**config.mk**
```make
export PLATFORM = sky130hd
export DESIGN_NAME = irqc_top
export DESIGN_NICKNAME = d
export VERILOG_FILES = /design/src/rtl/irqc_pkg.sv /design/src/rtl/irqc_src.sv /design/src/rtl/irqc_prio.sv /design/src/rtl/irqc_regif.sv /design/src/rtl/irqc_top.sv
export SDC_FILE = /design/constraint.sdc
export NUM_CORES = 2
export LEC_CHECK = 0
export BUFFER_PORTS_ARGS = -buffer_cell sky130_fd_sc_hd__buf_2
export CAP_MARGIN = 15
export CORE_MARGIN = 3
export CORE_UTILIZATION = 35
export CTS_CLUSTER_SIZE = 30
export DETAILED_ROUTE_END_ITERATION = 8
export GPL_ROUTABILITY_DRIVEN = 0
export PLACE_DENSITY_LB_ADDON = 0.1
export SETUP_SLACK_MARGIN = 0.05
export SLEW_MARGIN = 20
export SYNTH_ARGS = -nofsm -noshare
export SYNTH_HDL_FRONTEND = slang
export SYNTH_HIERARCHICAL = 1
export SYNTH_SLANG_ARGS = --single-unit
```
**constraint.sdc**
```tcl
create_clock -name clk -period 92.8 [get_ports clk]
set_input_delay 0 -clock clk [delete_from_list [all_inputs] [get_ports clk]]
set_output_delay 0 -clock clk [all_outputs]
set_load 0.01 [all_outputs]
```
**src/rtl/irqc_pkg.sv**
```systemverilog
package irqc_pkg;
  localparam int DATA_W       = 32;
  // control word byte offsets (above the per-source configuration space)
  localparam int OFS_EN_LO    = 'h400;
  localparam int OFS_EN_HI    = 'h404;
  localparam int OFS_DIS_LO   = 'h408;
  localparam int OFS_DIS_HI   = 'h40C;
  localparam int OFS_EOI      = 'h410;
  localparam int OFS_VEC      = 'h414;
  localparam int OFS_RST      = 'h418;
  localparam int OFS_GEN      = 'h41C;
  localparam int OFS_BIND     = 'h420;
  // field positions
  localparam int CFG_EDGE_BIT = 0;
  localparam int CFG_LVL_LSB  = 4;
  localparam int BIND_IDX_LSB = 16;
  localparam int BANK_W       = 32;

  typedef enum logic [3:0] {
    SEL_NONE, SEL_CFG, SEL_EN_LO, SEL_EN_HI, SEL_DIS_LO, SEL_DIS_HI,
    SEL_EOI, SEL_VEC, SEL_RST, SEL_GEN, SEL_BIND
  } reg_sel_e;
endpackage

```
**src/rtl/irqc_src.sv**
```systemverilog
module irqc_src #(
  parameter int LVL_W = 4
) (
  input  logic             clk,
  input  logic             rst_n,
  input  logic             soft_clr,
  input  logic             src_in,
  input  logic             cfg_we,
  input  logic             cfg_edge_in,
  input  logic [LVL_W-1:0] cfg_lvl_in,
  input  logic             en_set,
  input  logic             en_clr,
  input  logic             eoi_hit,
  input  logic             bind_we,
  input  logic             bind_val,
  output logic             cfg_edge,
  output logic [LVL_W-1:0] cfg_lvl,
  output logic             active,
  output logic             bind_bit
);
  logic mask_q, pend_q, prev_q;
  logic rise;

  assign rise = src_in & ~prev_q;

  always_ff @(posedge clk or negedge rst_n) begin
    if (!rst_n) begin
      cfg_edge <= 1'b0;
      cfg_lvl  <= '0;
      mask_q   <= 1'b0;
      pend_q   <= 1'b0;
      prev_q   <= 1'b0;
      bind_bit <= 1'b0;
    end else if (soft_clr) begin
      cfg_edge <= 1'b0;
      cfg_lvl  <= '0;
      mask_q   <= 1'b0;
      pend_q   <= 1'b0;
      prev_q   <= 1'b0;
      bind_bit <= 1'b0;
    end else begin
      prev_q <= src_in;
      if (cfg_we) begin
        cfg_edge <= cfg_edge_in;
        cfg_lvl  <= cfg_lvl_in;
      end
      if (en_clr)      mask_q <= 1'b0;
      else if (en_set) mask_q <= 1'b1;
      if (rise && cfg_edge)       pend_q <= 1'b1;
      else if (cfg_we || eoi_hit) pend_q <= 1'b0;
      if (bind_we) bind_bit <= bind_val;
    end
  end

  assign active = mask_q & (cfg_edge ? pend_q : src_in);
endmodule

```
**src/rtl/irqc_prio.sv**
```systemverilog
module irqc_prio #(
  parameter int NSRC  = 64,
  parameter int LVL_W = 4,
  parameter int VEC_W = 7
) (
  input  logic [NSRC-1:0]  active,
  input  logic [LVL_W-1:0] lvl [NSRC],
  output logic [VEC_W-1:0] vec,
  output logic             any
);
  logic             found;
  logic [LVL_W-1:0] best;

  // linear scan: a strictly larger level displaces the holder, so ties keep the lowest index
  always_comb begin
    found = 1'b0;
    best  = '0;
    vec   = VEC_W'(NSRC);
    for (int i = 0; i < NSRC; i++) begin
      if (active[i] && (!found || lvl[i] > best)) begin
        found = 1'b1;
        best  = lvl[i];
        vec   = VEC_W'(i);
      end
    end
  end

  assign any = |active;
endmodule

```
**src/rtl/irqc_regif.sv**
```systemverilog
module irqc_regif
  import irqc_pkg::*;
#(
  parameter int NSRC   = 64,
  parameter int LVL_W  = 4,
  parameter int ADDR_W = 18,
  parameter int VEC_W  = 7,
  parameter int IDX_W  = 6
) (
  input  logic              clk,
  input  logic              rst_n,
  input  logic              bus_wr,
  input  logic              bus_rd,
  input  logic [ADDR_W-1:0] bus_addr,
  input  logic [DATA_W-1:0] bus_wdata,
  input  logic [NSRC-1:0]   cfg_edge,
  input  logic [LVL_W-1:0]  cfg_lvl [NSRC],
  input  logic [VEC_W-1:0]  vec,
  output logic [NSRC-1:0]   cfg_we,
  output logic [NSRC-1:0]   en_set,
  output logic [NSRC-1:0]   en_clr,
  output logic              eoi_we,
  output logic              soft_clr,
  output logic              bind_we,
  output logic [IDX_W-1:0]  bind_idx,
  output logic              bind_val,
  output logic              genable,
  output logic [DATA_W-1:0] bus_rdata
);
  localparam int CFG_SPAN = NSRC * 8;

  reg_sel_e          sel;
  logic [IDX_W-1:0]  cfg_idx;
  logic [DATA_W-1:0] rd_word;
  logic              gen_q;

  always_comb begin
    sel     = SEL_NONE;
    cfg_idx = bus_addr[IDX_W+2:3];
    if (bus_addr < ADDR_W'(CFG_SPAN)) begin
      if (bus_addr[2:0] == 3'b000) sel = SEL_CFG;
    end
    else if (bus_addr == ADDR_W'(OFS_EN_LO))  sel = SEL_EN_LO;
    else if (bus_addr == ADDR_W'(OFS_EN_HI))  sel = SEL_EN_HI;
    else if (bus_addr == ADDR_W'(OFS_DIS_LO)) sel = SEL_DIS_LO;
    else if (bus_addr == ADDR_W'(OFS_DIS_HI)) sel = SEL_DIS_HI;
    else if (bus_addr == ADDR_W'(OFS_EOI))    sel = SEL_EOI;
    else if (bus_addr == ADDR_W'(OFS_VEC))    sel = SEL_VEC;
    else if (bus_addr == ADDR_W'(OFS_RST))    sel = SEL_RST;
    else if (bus_addr == ADDR_W'(OFS_GEN))    sel = SEL_GEN;
    else if (bus_addr == ADDR_W'(OFS_BIND))   sel = SEL_BIND;
  end

  // per-source strobes; the bank a source belongs to picks its strobe words
  for (genvar i = 0; i < NSRC; i++) begin : g_strb
    assign cfg_we[i] = bus_wr && (sel == SEL_CFG) && (cfg_idx == IDX_W'(i));
    if (i < BANK_W) begin : g_lo
      assign en_set[i] = bus_wr && (sel == SEL_EN_LO)  && bus_wdata[i];
      assign en_clr[i] = bus_wr && (sel == SEL_DIS_LO) && bus_wdata[i];
    end else begin : g_hi
      assign en_set[i] = bus_wr && (sel == SEL_EN_HI)  && bus_wdata[i-BANK_W];
      assign en_clr[i] = bus_wr && (sel == SEL_DIS_HI) && bus_wdata[i-BANK_W];
    end
  end

  assign eoi_we   = bus_wr && (sel == SEL_EOI);
  assign soft_clr = bus_wr && (sel == SEL_RST) && bus_wdata[0];
  assign bind_we  = bus_wr && (sel == SEL_BIND);
  assign bind_idx = bus_wdata[BIND_IDX_LSB +: IDX_W];
  assign bind_val = bus_wdata[0];

  always_ff @(posedge clk or negedge rst_n) begin
    if (!rst_n)                            gen_q <= 1'b0;
    else if (soft_clr)                     gen_q <= 1'b0;
    else if (bus_wr && (sel == SEL_GEN))   gen_q <= bus_wdata[0];
  end
  assign genable = gen_q;

  always_comb begin
    rd_word = '0;
    unique case (sel)
      SEL_CFG: begin
        rd_word[CFG_EDGE_BIT]              = cfg_edge[cfg_idx];
        rd_word[CFG_LVL_LSB +: LVL_W]      = cfg_lvl[cfg_idx];
      end
      SEL_VEC: rd_word[VEC_W-1:0]          = vec;
      SEL_GEN: rd_word[0]                  = gen_q;
      default: rd_word                     = '0;
    endcase
  end

  always_ff @(posedge clk or negedge rst_n) begin
    if (!rst_n)      bus_rdata <= '0;
    else if (bus_rd) bus_rdata <= rd_word;
  end
endmodule

```
**src/rtl/irqc_top.sv**
```systemverilog
module irqc_top
  import irqc_pkg::*;
#(
  parameter int NSRC   = 64,
  parameter int LVL_W  = 4,
  parameter int ADDR_W = 18,
  localparam int VEC_W = $clog2(NSRC + 1),
  localparam int IDX_W = $clog2(NSRC)
) (
  input  logic              clk,
  input  logic              rst_n,
  input  logic [NSRC-1:0]   src_in,
  input  logic              bus_wr,
  input  logic              bus_rd,
  input  logic [ADDR_W-1:0] bus_addr,
  input  logic [DATA_W-1:0] bus_wdata,
  output logic [DATA_W-1:0] bus_rdata,
  output logic              irq,
  output logic [NSRC-1:0]   bind_tbl
);
  logic [NSRC-1:0]  cfg_we, en_set, en_clr, cfg_edge, active;
  logic [LVL_W-1:0] cfg_lvl [NSRC];
  logic [VEC_W-1:0] vec;
  logic             any, eoi_we, soft_clr, bind_we, bind_val, genable;
  logic [IDX_W-1:0] bind_idx;

  irqc_regif #(
    .NSRC(NSRC), .LVL_W(LVL_W), .ADDR_W(ADDR_W), .VEC_W(VEC_W), .IDX_W(IDX_W)
  ) u_regif (
    .clk       (clk),
    .rst_n     (rst_n),
    .bus_wr    (bus_wr),
    .bus_rd    (bus_rd),
    .bus_addr  (bus_addr),
    .bus_wdata (bus_wdata),
    .cfg_edge  (cfg_edge),
    .cfg_lvl   (cfg_lvl),
    .vec       (vec),
    .cfg_we    (cfg_we),
    .en_set    (en_set),
    .en_clr    (en_clr),
    .eoi_we    (eoi_we),
    .soft_clr  (soft_clr),
    .bind_we   (bind_we),
    .bind_idx  (bind_idx),
    .bind_val  (bind_val),
    .genable   (genable),
    .bus_rdata (bus_rdata)
  );

  for (genvar i = 0; i < NSRC; i++) begin : g_src
    irqc_src #(.LVL_W(LVL_W)) u_src (
      .clk         (clk),
      .rst_n       (rst_n),
      .soft_clr    (soft_clr),
      .src_in      (src_in[i]),
      .cfg_we      (cfg_we[i]),
      .cfg_edge_in (bus_wdata[CFG_EDGE_BIT]),
      .cfg_lvl_in  (bus_wdata[CFG_LVL_LSB +: LVL_W]),
      .en_set      (en_set[i]),
      .en_clr      (en_clr[i]),
      .eoi_hit     (eoi_we && (vec == VEC_W'(i))),
      .bind_we     (bind_we && (bind_idx == IDX_W'(i))),
      .bind_val    (bind_val),
      .cfg_edge    (cfg_edge[i]),
      .cfg_lvl     (cfg_lvl[i]),
      .active      (active[i]),
      .bind_bit    (bind_tbl[i])
    );
  end

  irqc_prio #(.NSRC(NSRC), .LVL_W(LVL_W), .VEC_W(VEC_W)) u_prio (
    .active (active),
    .lvl    (cfg_lvl),
    .vec    (vec),
    .any    (any)
  );

  assign irq = genable & any;
endmodule

```
=== Yosys cells after proc, flatten, opt, wreduce, memory -nomap -nowiden ===
Index checks and enable logic that the tools add are counted.

* Magnitude comparators: 66
* Equal/unequal tests: 208
* Mux-type cells: 1,108
* Bitwise gates (word level): 194
* Reduce and logical (&&, ||, !) cells: 909

{| class="wikitable"
|+ Operators with widths
! operator !! count
|-
| 1-bit 2-to-1 mux || 836
|-
| 4-bit 2-to-1 mux || 203
|-
| 1-bit logical AND || 457
|-
| 7-bit 2-to-1 mux || 64
|-
| 6-bit equality test, second input constant || 64
|-
| 3-bit nonzero test || 128
|-
| 2-bit nonzero test || 129
|-
| 4-bit > comparator || 63
|-
| 7-bit by 6-bit equality test with 1-bit output, second input constant || 32
|-
| 6-bit by 5-bit equality test with 1-bit output, second input constant || 32
|-
| 18-bit by 11-bit equality test with 1-bit output, second input constant || 9
|-
| 1-bit bitwise AND || 129
|-
| 1-bit logical OR || 127
|-
| 7-bit by 5-bit equality test with 1-bit output, second input constant || 16
|-
| 6-bit by 4-bit equality test with 1-bit output, second input constant || 16
|-
| 1-bit inverter || 64
|-
| 64-bit OR reduction || 1
|-
| 1-bit logical NOT || 63
|-
| 7-bit by 4-bit equality test with 1-bit output, second input constant || 8
|-
| 6-bit by 3-bit equality test with 1-bit output, second input constant || 8
|-
| 7-bit by 3-bit equality test with 1-bit output, second input constant || 4
|-
| 4-bit binary-select mux with 6-bit select || 1
|-
| 6-bit by 2-bit equality test with 1-bit output, second input constant || 4
|-
| 18-bit by 10-bit < comparator with 1-bit output, second input constant || 1
|-
| 17 further kinds || 26
|}

* Register bits: 585
* Bits of input ports: 118
* Output and inout bits: 97
* Logic and storage cells: 2,871

=== Longest topological paths before layout ===
* Depth after elaboration: 261
* Mapped depth: 595
* Mapped depth without buffers: 571

=== Modules after synthesis ===
The synthesis kept the hierarchy.

{| class="wikitable"
|+ Modules (own cells, without submodules)
! module !! instances !! cells each !! area an instance (µm²) !! seq. area each (µm²)
|-
| irqc_src || 64 || 31 || 379.1 || 225.2
|-
| irqc_prio || 1 || 2,208 || 14,800.4 || 0.0
|-
| irqc_regif || 1 || 563 || 4,778.3 || 225.2
|-
| irqc_top || 1 || 189 || 953.4 || 0.0
|}

=== Least setup slack after synthesis ===
No wires, ideal clock.

* Path type: register -> register
* From: register g_src[0].u_src.cfg_edge
* To: register g_src[33].u_src.pend_q
* Setup time: 0.074 ns
* Arrival: 98.163 ns
* Data required time: 92.726 ns
* Slack: -5.437 ns
* Cell stages (with the launch flop): 533
* Buffers on the path: 23
* Period minus slack after synthesis: 98.237 ns
* Cells stage by stage: dfrtp_1 > mux2i_1 > nor2b_1 > buf_6 > nand2_1 > ha_1 > a211oi_2 > a21o_1 > mux2i_1 > inv_1 > ha_1 > nor2b_1 > o211ai_1 > a31oi_1 > o21ai_0 > ha_1 > nor2b_1 > o211ai_1 > [497 not listed] > o22ai_1 > a31o_1 > ha_1 > nor2b_1 > o21ai_0 > nand2b_1 > a21oi_1 > a41oi_1 > o21ai_0 > and2_1 > and3_1 > nand4_1 > nand4bb_1 > clkbuf_1 > clkbuf_1 > nor2_1 > or3b_1 > a21oi_2

* Longest elaborated chain between the ends: 259
* Elaborated cells on any way between the ends: 448
* Those cells by class: order compare: 63; eq/ne: 1; mux: 191; bitwise: 1; reduce/logical: 192

{| class="wikitable"
|+ Ends and longest elaborated chain
! what !! RTL line !! RTL
|-
| from (decl) || irqc_src.sv:16 || <nowiki>output logic cfg_edge,</nowiki>
|-
| from (signal assigned) || irqc_src.sv:44 || <nowiki>cfg_edge <= cfg_edge_in;</nowiki>
|-
| 1-bit 2-to-1 mux (*) || irqc_src.sv:55 || <nowiki>assign active = mask_q & (cfg_edge ? pend_q : src_in);</nowiki>
|-
| 1-bit bitwise AND (*) || irqc_src.sv:55 ||
|-
| via active[0] || irqc_top.sv:21 || <nowiki>logic [NSRC-1:0] cfg_we, en_set, en_clr, cfg_edge, active;</nowiki>
|-
| 4-bit 2-to-1 mux / 1-bit 2-to-1 mux (equally long branches) || irqc_prio.sv:20 || <nowiki>if (active[i] && (!found || lvl[i] > best)) begin</nowiki>
|-
| 4-bit > comparator / 1-bit logical NOT (equally long branches) || irqc_prio.sv:20 ||
|-
| 1-bit logical OR || irqc_prio.sv:20 ||
|-
| 1-bit logical AND || irqc_prio.sv:20 ||
|-
| 4-bit 2-to-1 mux / 1-bit 2-to-1 mux (equally long branches) || irqc_prio.sv:20 ||
|-
| [245 not listed] || n/a ||
|-
| 1-bit logical OR || irqc_prio.sv:20 ||
|-
| 1-bit logical AND || irqc_prio.sv:20 ||
|-
| 7-bit 2-to-1 mux (*) || irqc_prio.sv:20 ||
|-
| via vec[5] || irqc_top.sv:23 || <nowiki>logic [VEC_W-1:0] vec;</nowiki>
|-
| 7-bit by 6-bit equality test with 1-bit output (*) || irqc_top.sv:62 || <nowiki>.eoi_hit (eoi_we && (vec == VEC_W'(i))),</nowiki>
|-
| 1-bit logical AND (*) || irqc_top.sv:62 ||
|-
| 1-bit logical OR (*) || irqc_src.sv:50 || <nowiki>else if (cfg_we || eoi_hit) pend_q <= 1'b0;</nowiki>
|-
| 3-bit nonzero test (no source line) (*) || n/a ||
|-
| to (signal assigned) || irqc_src.sv:38 || <nowiki>pend_q <= 1'b0;</nowiki>
|-
| to (signal assigned) || irqc_src.sv:49 || <nowiki>if (rise && cfg_edge) pend_q <= 1'b1;</nowiki>
|-
| to (signal assigned) || irqc_src.sv:50 ||
|-
| to (decl) || irqc_src.sv:21 || <nowiki>logic mask_q, pend_q, prev_q;</nowiki>
|}

Mark *: on every way through the listed nets, which the timed path passes. The rest lies on a longest branch.
A chain may end at the register's enable or synchronous reset.

=== Worst setup path in the final report ===
* From: register g_src[0].u_src.cfg_edge
* To: register g_src[13].u_src.pend_q

* Longest elaborated chain between the ends: 259
* Elaborated cells on any way between the ends: 448
* Those cells by class: order compare: 63; eq/ne: 1; mux: 191; bitwise: 1; reduce/logical: 192

{| class="wikitable"
|+ Ends and longest elaborated chain
! what !! RTL line
|-
| 1-bit 2-to-1 mux (*) || irqc_src.sv:55
|-
| 1-bit bitwise AND (*) || irqc_src.sv:55
|-
| via active[0] || irqc_top.sv:21
|-
| 4-bit 2-to-1 mux / 1-bit 2-to-1 mux (equally long branches) || irqc_prio.sv:20
|-
| 4-bit > comparator / 1-bit logical NOT (equally long branches) || irqc_prio.sv:20
|-
| 1-bit logical OR || irqc_prio.sv:20
|-
| 1-bit logical AND || irqc_prio.sv:20
|-
| 4-bit 2-to-1 mux / 1-bit 2-to-1 mux (equally long branches) || irqc_prio.sv:20
|-
| [245 not listed] || n/a
|-
| 1-bit logical OR || irqc_prio.sv:20
|-
| 1-bit logical AND || irqc_prio.sv:20
|-
| 7-bit 2-to-1 mux (*) || irqc_prio.sv:20
|-
| via vec[5] || irqc_top.sv:23
|-
| 7-bit by 4-bit equality test with 1-bit output (*) || irqc_top.sv:62
|-
| 1-bit logical AND (*) || irqc_top.sv:62
|-
| 1-bit logical OR (*) || irqc_src.sv:50
|-
| 3-bit nonzero test (no source line) (*) || n/a
|-
| to (signal assigned) || irqc_src.sv:38
|-
| to (signal assigned) || irqc_src.sv:49
|-
| to (signal assigned) || irqc_src.sv:50
|-
| to (decl) || irqc_src.sv:21
|}

Marked as above.

==> impl_results.md <==
- Status: finished with violations
- Failing checks: negative setup slack
- Number of global-route vias before repair: 40.7k
- Tmin final: 94.02 ns
- Crit. End Element: flop
- Endpoints failing hold: 0
- Count leader, synth: nor2_1
- Fin Clk Skew: 0.0371 ns
- Worst slew pin tran: 1.23 ns
- Die area: 0.132 mm2
- Detailed placement HPWL: 143000 um
- Clock root cell: clkbuf_16
- Drt drc: 0
- Critical path arrival: 94.52 ns
- Routed wire length: 193000 um
- Period utilisation layout: 101%
- IO Pins: 215
- Design Area, Final: 0.0586 mm2
- Worst-skew pair later-pin latency: 0.67 ns
- Leading area contributor after synthesis: dfrtp_1
- Dpl ws: -2.49 ns
- CTS tree: yes
- Share of cells above drive strength 1: 31.0%
- H-tree depth: 3
- Crit Path Class: reg2reg
- Pwr/cell area: 9.94 mW/mm2
- Placed cell areas: 0.0518 mm2
- Endpoints failing setup: 69
- Drt via density: 5.68
- Horiz. Die Dim: 364 um
- Fin worst setup slack: -1.22 ns
- Antenna viol nets, final: 0
- Pin count of the biggest net entering global routing: 196
- Placed insts: 7184
- Number of synthesized flops with an enable pin: 0
- Critical path launch point type: flop
- Mapped Cells: 4944
- CTS buffer count: 75
- Nets: 6170
- Yosys reg bits: 585
- RSZ-0062 raised after global routing: yes
- Ys async rst share: 100%
- Fin. max-slew vios: 0
- Worst hold slack: 0.0466 ns
- Peak Freq: 10.6 MHz
- Clock sinks: 585
- Initial antenna violation count: 12
- DIE HEIGHT: 364 um
- Lkg Pwr: 25.4 nW
- Starting DRT DRC Count: 3794
- Synth-to-Final Area Change: 30.9%
- Critical Path RT: 93.30 ns
- DRT Pass-1 Iters: 5
- # port buffers: 190
- YS warnings: 6
- Top-area cell type share of the netlist area: 32.7%
- CP peak stage delay: 0.68 ns
- Share of the yosys chip area belonging to registers: 32.7%
- Hold WC Path Type: in2reg
- Core area: 0.126 mm2
- Max Root-Sink Buffers: 3
- Gr ovfl total: 0
- Synth cell types: 137
- Post-synthesis cell area: 0.0448 mm2
- GRT Overall Usage: 28.1%
- First-pass GRT wire length: 278000 um
- CP max-delay cell: or4b_4
- DR WL/cell: 25.5 um
- Ranking of synthesized cells by area: dfrtp_1 (33%), mux2i_1 (11%), nor2_1 (6.9%), ha_1 (5.5%), mux4_2 (3.8%)
- Total of max-cap violations: 0
- Avg Cell Area, Syn: 9.06 um2
- Worst-path maximum fanout: 8
- DR vias: 43.0k
- Slew headroom: 18.0%
- Post-synth top cells: nor2_1 (821), dfrtp_1 (585), mux2i_1 (499)
- Layout Cells excl Fill: 7564
- Setup TNS: -70.80 ns
- Top FF cell, synth: dfrtp_1
- Initial Util: 35.4%
- Clk slew on worst S/H paths: 0.06 ns
- Site Rows: 130
- Peak VDD IR: 0.0126 mV
==> sequential cells by signal, summed over array words and instances, names as in the netlist <==
name / flops
g_src.u_src/cfg_lvl: 256
g_src.u_src/bind_bit: 64
g_src.u_src/cfg_edge: 64
g_src.u_src/mask_q: 64
g_src.u_src/pend_q: 64
g_src.u_src/prev_q: 64
u_regif/bus_rdata: 8
u_regif/genable: 1
==> cells in the final DEF (no fill, tap or decap), drive strengths merged, types with 37 or more instances in the layout <==
| master | Yosys | routed |
|---|---|---|
| buf | 143 | 969 |
| o21a | 44 | 44 |
| mux4 | 76 | 76 |
| nand3 | 83 | 83 |
| and2 | 164 | 164 |
| o21ai | 180 | 180 |
| inv | 237 | 239 |
| or3b | 69 | 69 |
| a31oi | 60 | 60 |
| nand3b | 72 | 72 |
| dfrtp | 585 | 585 |
| dlygate4sd3 | 0 | 101 |
| mux2i | 500 | 500 |
| nor2 | 823 | 823 |
| mux2 | 37 | 37 |
| nand2 | 274 | 274 |
| ha | 196 | 196 |
| nor2b | 186 | 186 |
| clkbuf | 116 | 110 |
| a21o | 54 | 54 |
| nor3 | 119 | 119 |
| a21oi | 258 | 258 |
| o31ai | 46 | 46 |
==> stage by stage <==
| stage | util [%] | power (W) |
|---|---|---|
| 2_1_floorplan | - | 0.000273 |
| 3_3_place_gp | 41.0 | 0.000295 |
| 3_5_place_dp | 41.0 | 0.000295 |
| 4_1_cts | 44.2 | 0.000589 |
| 5_1_grt | 46.4 | 0.000601 |
| 6_report | 46.4 | 0.000583 |
==> per-layer routing <==
layer / track usage (%) / part of all wire, % / vias to the layer above
met5: 0 / 0.014 / -
met4: 10.8 / 4.1 / 4
met3: 4.61 / 6.3 / 284
met2: 43.2 / 44 / 1424
met1: 39.4 / 45 / 21700
li1: - / - / 19600
==> kinds of logic (layout without fill, tap and decap cells) <==
family	count (synthesis)	in the layout	synth area share (%)
AND/OR/NAND/NOR	2043	2043	23.3
AO/OA/AOI/OAI	998	998	16.5
multiplexers	613	613	16.0
flip-flops	585	585	32.7
buffers and inverters	497	1437	5.81
adder cells (fa/ha/maj)	207	207	5.73
other	1	31	0.00837
==> what timing repair did <==
action / CTS / global route
gates cloned: 0 / 1
setup endpoints to repair: 70 / 70
pin swaps: 58 / 292
hold buffers: 102 / 0
buffers inserted: 50 / 92
gates resized for setup: 88 / 400
endpoints found under the hold margin: 363 / 0
==> report_power, final <==
| part | switching, W | total [W] | internal, W | leakage [nW] |
|---|---|---|---|---|
| logic | 0.0000264 | 0.0000376 | 0.0000111 | 16.3 |
| registers | 0.000000362 | 0.000257 | 0.000257 | 8.03 |
| clock network | 0.000122 | 0.000288 | 0.000166 | 1.14 |
| total | 0.000149 | 0.000583 | 0.000434 | 25.4 |
==> worst max-delay path, delay by kind of cell, from the launching register on <==
kind            cells  cell delay (ns)
compound gates    247            39.83
fa+ha+maj          71            19.17
buf+inv            64             8.13
flops               1             0.38
mux                19             5.25
simple gates      152            20.91
==> area by class of cell <==
cell class	count	area (um2)
antenna	7	17.5
timing repair buffer	1071	8050
sequential	585	14600
tap	1650	2060
fill	12100	67800
inverter	238	893
clock inverter	19	179
clock buffer	109	2160
multi-input combinational	3885	30600
==> worst paths after layout <==
check | from | endpoint | depth (start not counted) | slack, ns
max in group asynchronous | rst_n | g_src[27].u_src/cfg_lvl[2]$_DFFE_PN0P_ | 6 | 89.63
min in group asynchronous | rst_n | g_src[59].u_src/cfg_lvl[3]$_DFFE_PN0P_ | 4 | 0.51
worst min register to register | g_src[48].u_src/prev_q$_DFF_PN0_ | g_src[48].u_src/pend_q$_DFFE_PN0P_ | 2 | 0.50
worst min-delay path | bus_wdata[5] | g_src[59].u_src/cfg_lvl[1]$_DFFE_PN0P_ | 4 | 0.05
worst max-delay path | g_src[0].u_src/cfg_edge$_DFFE_PN0P_ | g_src[13].u_src/pend_q$_DFFE_PN0P_ | 553 | -1.22
worst max register to register | g_src[0].u_src/cfg_edge$_DFFE_PN0P_ | g_src[13].u_src/pend_q$_DFFE_PN0P_ | 553 | -1.22
Note: power is estimated with default switching activity, not from simulation.
